`src/rtl/incr_conv_seq.sv`:
```
module incr_conv_seq #(
  parameter int CNT_W = 10
) (
  input  logic             clk,
  input  logic             rst_n,
  input  logic             start,
  input  logic [CNT_W-1:0] num_periods,
  input  logic [CNT_W-1:0] flip_a,
  input  logic [CNT_W-1:0] flip_b,
  input  logic             dual_flip_en,
  input  logic             ext_chop_sel,
  input  logic             ext_chop_in,
  output logic             int1_rst,
  output logic             int2_rst,
  output logic             chop_pol,
  output logic [CNT_W-1:0] period_idx,
  output logic             eoc
);

  logic             busy;
  logic [CNT_W-1:0] n_q, ka_q, kb_q;
  logic             dual_q;

  wire [CNT_W-1:0] last_p = (n_q == '0) ? '0 : n_q - 1'b1;
  wire             at_end = (period_idx >= last_p);

  always_ff @(posedge clk or negedge rst_n) begin
    if (!rst_n) begin
      busy       <= 1'b0;
      period_idx <= '0;
      eoc        <= 1'b0;
      n_q        <= '0;
      ka_q       <= '0;
      kb_q       <= '0;
      dual_q     <= 1'b0;
    end else begin
      eoc <= 1'b0;
      if (!busy) begin
        period_idx <= '0;
        if (start) begin
          busy   <= 1'b1;
          n_q    <= num_periods;
          ka_q   <= flip_a;
          kb_q   <= flip_b;
          dual_q <= dual_flip_en;
        end
      end else if (at_end) begin
        busy       <= 1'b0;
        period_idx <= '0;
        eoc        <= 1'b1;
      end else begin
        period_idx <= period_idx + 1'b1;
      end
    end
  end

  wire ka_ok = (ka_q != '0) && (ka_q < n_q);
  wire kb_ok = dual_q && (kb_q > ka_q) && (kb_q < n_q);
  wire int_chop = (ka_ok && period_idx >= ka_q) ^ (kb_ok && period_idx >= kb_q);

  assign chop_pol = busy & (ext_chop_sel ? ext_chop_in : int_chop);
  assign int1_rst = ~busy | (period_idx == '0);
  assign int2_rst = ~busy;


  eoc_single_chk: assert property (@(posedge clk) disable iff (!rst_n)
    eoc |=> !eoc);

  eoc_after_run_chk: assert property (@(posedge clk) disable iff (!rst_n)
    $rose(eoc) |-> (!busy && $past(busy)));

  first_release_chk: assert property (@(posedge clk) disable iff (!rst_n)
    (busy && $past(busy)) |-> (!int1_rst && !int2_rst));

  start_period_chk: assert property (@(posedge clk) disable iff (!rst_n)
    $rose(busy) |-> (period_idx == '0 && int1_rst && !int2_rst));

  count_step_chk: assert property (@(posedge clk) disable iff (!rst_n)
    (busy && $past(busy)) |-> (period_idx == $past(period_idx) + 1'b1));

  idle_quiet_chk: assert property (@(posedge clk) disable iff (!rst_n)
    !busy |-> (!chop_pol && period_idx == '0 && int1_rst && int2_rst));

  chop_start_chk: assert property (@(posedge clk) disable iff (!rst_n)
    ($rose(busy) && !ext_chop_sel) |-> !chop_pol);

  chop_edge_chk: assert property (@(posedge clk) disable iff (!rst_n)
    (busy && $past(busy) && !ext_chop_sel && !$past(ext_chop_sel) && chop_pol != $past(chop_pol))
      |-> (period_idx == ka_q || period_idx == kb_q));

endmodule

```
`config.mk`:
```
export PLATFORM = sky130hd
export DESIGN_NAME = incr_conv_seq
export DESIGN_NICKNAME = d
export VERILOG_FILES = /design/src/rtl/incr_conv_seq.sv
export SDC_FILE = /design/constraint.sdc
export NUM_CORES = 1
export LEC_CHECK = 0
export BUFFER_PORTS_ARGS = -buffer_cell sky130_fd_sc_hd__buf_2
export CORE_AREA = 2 2 84 86
export CTS_BUF_LIST = sky130_fd_sc_hd__clkbuf_4 sky130_fd_sc_hd__clkbuf_8
export DETAILED_ROUTE_END_ITERATION = 6
export DIE_AREA = 0 0 86 88
export PLACE_DENSITY_LB_ADDON = 0.08
export REMOVE_ABC_BUFFERS = 1
export SLEW_MARGIN = 40
export SYNTH_ARGS = -nofsm -noshare
export SYNTH_HDL_FRONTEND = slang
export SYNTH_SLANG_ARGS = --single-unit
export TNS_END_PERCENT = 100
```
`constraint.sdc`:
```
create_clock -name clk -period 6.8 [get_ports clk]
set_input_delay 0.68 -clock clk [delete_from_list [all_inputs] [get_ports clk]]
set_output_delay 0.68 -clock clk [all_outputs]
set_load 0.02 [all_outputs]
```
Word-level counts from Yosys, hierarchy flattened

Index checks and enable logic that the tools add are counted.

Input port bits: 36
Register bits: 43
Logic and storage cells: 37
Output and inout bits: 14

Muxes and demuxes: 9
Add/subtract/negate cells: 2
Reductions and logical operators: 9
Bitwise gates (word level): 4
Order comparisons: 6

Operator list:

| cell                  | count |
|---|---|
| $ge 10x10->1          | 3 |
| $mux 10               | 3 |
| $logic_not 10->1      | 2 |
| $lt 10x10->1          | 2 |
| $add 10x1->10 const B | 1 |
| $gt 10x10->1          | 1 |
| $reduce_bool 10->1    | 1 |
| $sub 10x1->10 const B | 1 |
| $mux 1                | 6 |
| $logic_and 1x1->1     | 5 |
| $reduce_and 2->1      | 1 |
| $and 1x1->1           | 1 |
| $not 1->1             | 1 |
| $or 1x1->1            | 1 |
| $xor 1x1->1           | 1 |

Depth between registers and ports, before layout

Depth in word-level cells: 7
Mapped depth: 13
Mapped depth without buffers: 13

Worst setup path before layout

Ideal clock, no wire load.

Path type: reg2out
From: register period_idx[0]
To: output port chop_pol
Stages on the path, launching flop included: 9
Data arrival time: 2.128 ns
Required time: 6.120 ns
Setup slack: 3.992 ns
Path buffers: 0
Cells stage by stage: dfrtp_1 -> inv_1 -> ha_1 -> nand2b_1 -> a211oi_1 -> o2bb2ai_1 -> a211oi_1 -> nor4_1 -> o311a_1

Word-level cells in the longest chain between the ends: 5
Elaborated cells on any way between the ends: 7
Those cells by class: order compare (2); mux (1); bitwise (2); reduce/logical (2)

Ends and longest elaborated chain:

| element                  | RTL line | RTL |
|---|---|---|
| start: declaration       | 16       | `output logic [CNT_W-1:0] period_idx,` |
| start signal: assignment | 52       | `period_idx <= period_idx + 1'b1;` |
| $ge 10x10->1             | 59       | `wire int_chop = (ka_ok && period_idx >= ka_q) ^ (kb_ok && period_idx >= kb_q);` |
| $logic_and 1x1->1        | 59       |  |
| $xor 1x1->1 (*)          | 59       |  |
| $mux 1 (*)               | 61       | `assign chop_pol = busy & (ext_chop_sel ? ext_chop_in : int_chop);` |
| $and 1x1->1 (*)          | 61       |  |
| end: declaration         | 15       | `output logic chop_pol,` |

Mark *: on every way between the ends. The rest lies on a longest branch, timed or not.

Worst setup path in the final report

Ends and elaborated chain as after synthesis.

==> qor.log <==
INFO  run            number_of_violations_of_the_max_capacitance_limit=0
INFO  setup_path     worst-path-buf-inv=2
INFO  placement      postPlaceCellArea=3560um2
INFO  global_routing antenna_violations_before_repair=0
INFO  sta            max_freq=289MHz
INFO  floorplan      start_util=48.5%
INFO  final_layout   multi_input_comb_area=1980um2
INFO  sta            setup_repair_after_global_routing_missed_its_margin=no
INFO  setup_path     cp.arrival=2.78ns
INFO  clock_tree     post-cts-setup-buffers=0
INFO  floorplan      fp.dieW=86um
INFO  synthesis      synth_cell_types=40
INFO  sta            final.min_clock_period=3.46ns
INFO  drt            vias=2707
INFO  setup_path     critical_path.top_delay_family=compound AO/OA/AOI/OAI gates
INFO  sta            setup_viol=0
INFO  pwr            power.density_cell_area=453nW/um2
INFO  setup_path     worst-path-stages=9
INFO  final_layout   mostFrequentLayoutCell=sky130_fd_sc_hd__ha_1
INFO  setup_path     path_cells=inv_1 -> ha_1 -> nand2b_1 -> a211oi_1 -> o2bb2ai_1 -> a211oi_1 -> nor4_1 -> o311a_1 -> buf_2
INFO  placement      gpl.final_weighted_congestion=0.829
INFO  drt            initial_drt_pass_iterations=4
INFO  setup_path     type_of_origin_of_the_critical_path=flop
INFO  sta            hold_viol=0
INFO  setup_path     timing.critical_path.required=6.12ns
INFO  floorplan      floorplan.io_pins=50
INFO  pwr            vdd.ir_drop.worst=0.178mV
INFO  synthesis      post_syn_instances=357
INFO  floorplan      floorplan_die_area=7570um2
INFO  setup_path     endpoint_kind=primary output
INFO  setup_path     critPathSlowestCell=sky130_fd_sc_hd__dfrtp_1
INFO  final_layout   regArea=1080um2
INFO  final_layout   fillerInstances=649
INFO  floorplan      core_region_area=6640um2
INFO  clock_tree     cts.clk_slew.worst_paths=0.10ns
INFO  final_layout   highest_count_cells_in_the_layout_ignoring_fill_and_taps=sky130_fd_sc_hd__ha_1, sky130_fd_sc_hd__buf_2, sky130_fd_sc_hd__nand2_1, sky130_fd_sc_hd__dfrtp_1, sky130_fd_sc_hd__inv_1
INFO  drt            route.antenna.remaining_nets=0
INFO  sta            maxSlewHeadroom=61.3%
INFO  clock_tree     cts_tree=yes
INFO  pwr            p_leak=0.00187uW
INFO  setup_path     r2r_cells=10
INFO  synthesis      synth_edf_count=0
INFO  global_routing grt_pass1_vias=2621
INFO  drt            routedWlPerCell=16.4um
INFO  global_routing grt_remaining_overflow=0
INFO  setup_path     setup.worst_path.class=reg2out
INFO  drt            vias_per_cell=5.55
INFO  clock_tree     cts_hold_repair.buffers=0
INFO  worst_hold_path classification_of_the_worst_slack_hold_path=in2async
INFO  sta            clock-skew-final=0.0131ns
INFO  sta            worstMarginPinSlew=0.581ns
INFO  pwr            post-layout-total-power=1650uW
INFO  setup_path     worst_r2r_endpoint=period_idx[9]$_DFF_PN0_
INFO  final_layout   layout-drive-gt1-share=15.7%
INFO  placement      detailedPlacementHpwl=6160um
INFO  synthesis      ys_dominant_reg_cell=sky130_fd_sc_hd__dfrtp_1
INFO  synthesis      synthesis.area_per_instance=9.02um2
INFO  final_layout   cell_area_after_layout=3650um2
INFO  drt            detail_route.wirelength=8020um
INFO  sta            period_share=50.8%
INFO  setup_path     most_frequent_cp_cell=sky130_fd_sc_hd__a211oi_1
INFO  clock_tree     clock_tree.root_cell=sky130_fd_sc_hd__clkbuf_8
INFO  final_layout   inserted_diodes=0
INFO  sta            sum_of_negative_setup_slack=0ns
INFO  placement      io_buffers=49
INFO  clock_tree     number_of_buffers_inserted_during_clock_tree_synthesis=5
INFO  setup_path     critPathMaxFanout=6
INFO  floorplan      number_of_cell_rows=30
INFO  synthesis      synth_seq_area_share=33.4%
INFO  setup_path     max_stage_delay=0.49ns
INFO  clock_tree     htreeDepth=2
INFO  global_routing grt_pass1_wl=13400um
INFO  synthesis      synth_seq_cells=43
INFO  global_routing grt_start_max_net_pins=62
INFO  clock_tree     clkLatencyLatePin=0.30ns
INFO  status         status=complete, no violations
INFO  clock_tree     number_of_clock_sinks=43
INFO  final_layout   areaGrowthSynthToFinish=13.4%
INFO  setup_path     worstReg2RegStart=n_q[7]$_DFFE_PN0P_
INFO  setup_path     ff2ff_setup_slack=3.84ns
INFO  final_layout   num-nets-final=505
INFO  clock_tree     cts-resized-gates=0
INFO  sta            hold-worst-slack=0.365ns
INFO  clock_tree     ctsLongestPathBuffers=2
INFO  synthesis      syn_area=3220um2
INFO  drt            post-route-drc-count=0
INFO  floorplan      fp.dieH=88um
INFO  global_routing global_route.usage.total=23.0%
INFO  final_layout   post-route-util=55.0%
INFO  drt            detail_route.iter0.violations=102
INFO  synthesis      ys.warnings.count=0
INFO  sta            final_max_slew_viol_count=0
INFO  synthesis      async_flop_share=100%
cells by family (layout without fill, tap and decap cells):
| group | Yosys count | in the layout | share of synthesized area, % |
|---|---|---|---|
| adder cells (fa/ha/maj) | 62 | 62 | 24.1 |
| buffers and inverters | 46 | 97 | 5.36 |
| XOR/XNOR | 13 | 13 | 3.54 |
| multiplexers | 3 | 3 | 1.01 |
| AND/OR/NAND/NOR | 107 | 107 | 15.7 |
| AO/OA/AOI/OAI | 83 | 83 | 16.9 |
| flip-flops | 43 | 43 | 33.4 |
cell usage after synthesis (all sizes together) (2+ instances only):
cell | count | area [um2]
o21ai | 37 | 185
a211oi | 10 | 75.1
o31ai | 2 | 15.0
nand2 | 45 | 169
dfrtp | 43 | 1080
a41oi | 3 | 26.3
nand3 | 11 | 55.1
mux2 | 2 | 22.5
inv | 39 | 146
nand4 | 5 | 31.3
nor2b | 4 | 25.0
clkbuf | 7 | 26.3
nor2 | 17 | 63.8
xnor2 | 7 | 61.3
nand2b | 5 | 31.3
o31a | 2 | 17.5
and4 | 3 | 26.3
a21o | 6 | 45.0
nor3 | 5 | 25.0
ha | 62 | 776
and3 | 3 | 18.8
o311ai | 2 | 35.0
xor2 | 6 | 52.6
a21oi | 12 | 63.8
nor4 | 6 | 37.5
report_power, final:
| part | internal (uW) | switching, uW |
|---|---|---|
| sequential | 365 | 145 |
| combinational | 412 | 553 |
| clock | 75.8 | 103 |
| total | 853 | 801 |
area by class of cell:
class	count	share of cell area, %
well taps	80	2.74
multi-input cells	268	54.2
clock buffers	5	1.88
inverters	39	4.01
flip-flops and latches	43	29.5
clock inverters	3	0.720
repair buffers	50	6.99
state kept, by name, summed over array words and instances, names as in the netlist:
name        flops
period_idx     10
dual_q          1
ka_q           10
kb_q           10
eoc             1
busy            1
n_q            10
layer usage:
| metal | track usage (%) | share of wire [%] |
|---|---|---|
| met2 | 36.7 | 44 |
| met5 | 0 | 0 |
| met4 | 7.22 | 1.6 |
| met3 | 3.49 | 4.0 |
| met1 | 32.2 | 50 |
worst reg2reg max path, delay by kind of cell, from the launching register on:
family,cells,cell delay (ns)
AOI/OAI and AO/OA,5,1.12
adders and majority gates,1,0.24
DFF,1,0.44
and+or+nand+nor,4,1.09
how the worst max path moves through the flow:
stage / start / end / slack [ns]
3_3_place_gp: period_idx[0]$_DFF_PN0_ / chop_pol / 3.74
3_5_place_dp: period_idx[0]$_DFF_PN0_ / chop_pol / 3.68
4_1_cts: period_idx[0]$_DFF_PN0_ / chop_pol / 3.33
6_report: period_idx[0]$_DFF_PN0_ / chop_pol / 3.34
5_1_grt: period_idx[0]$_DFF_PN0_ / chop_pol / 3.17
2_1_floorplan: start / dual_q$_DFFE_PN0P_ / 3.81
metrics by stage:
stage	setup WS (ns)	std cells
floorplan	3.81	350
global placement	3.74	480
detailed placement	3.68	480
CTS	3.33	488
global route	3.17	488
finish	3.34	488
Note: power is estimated with default switching activity, not from simulation.
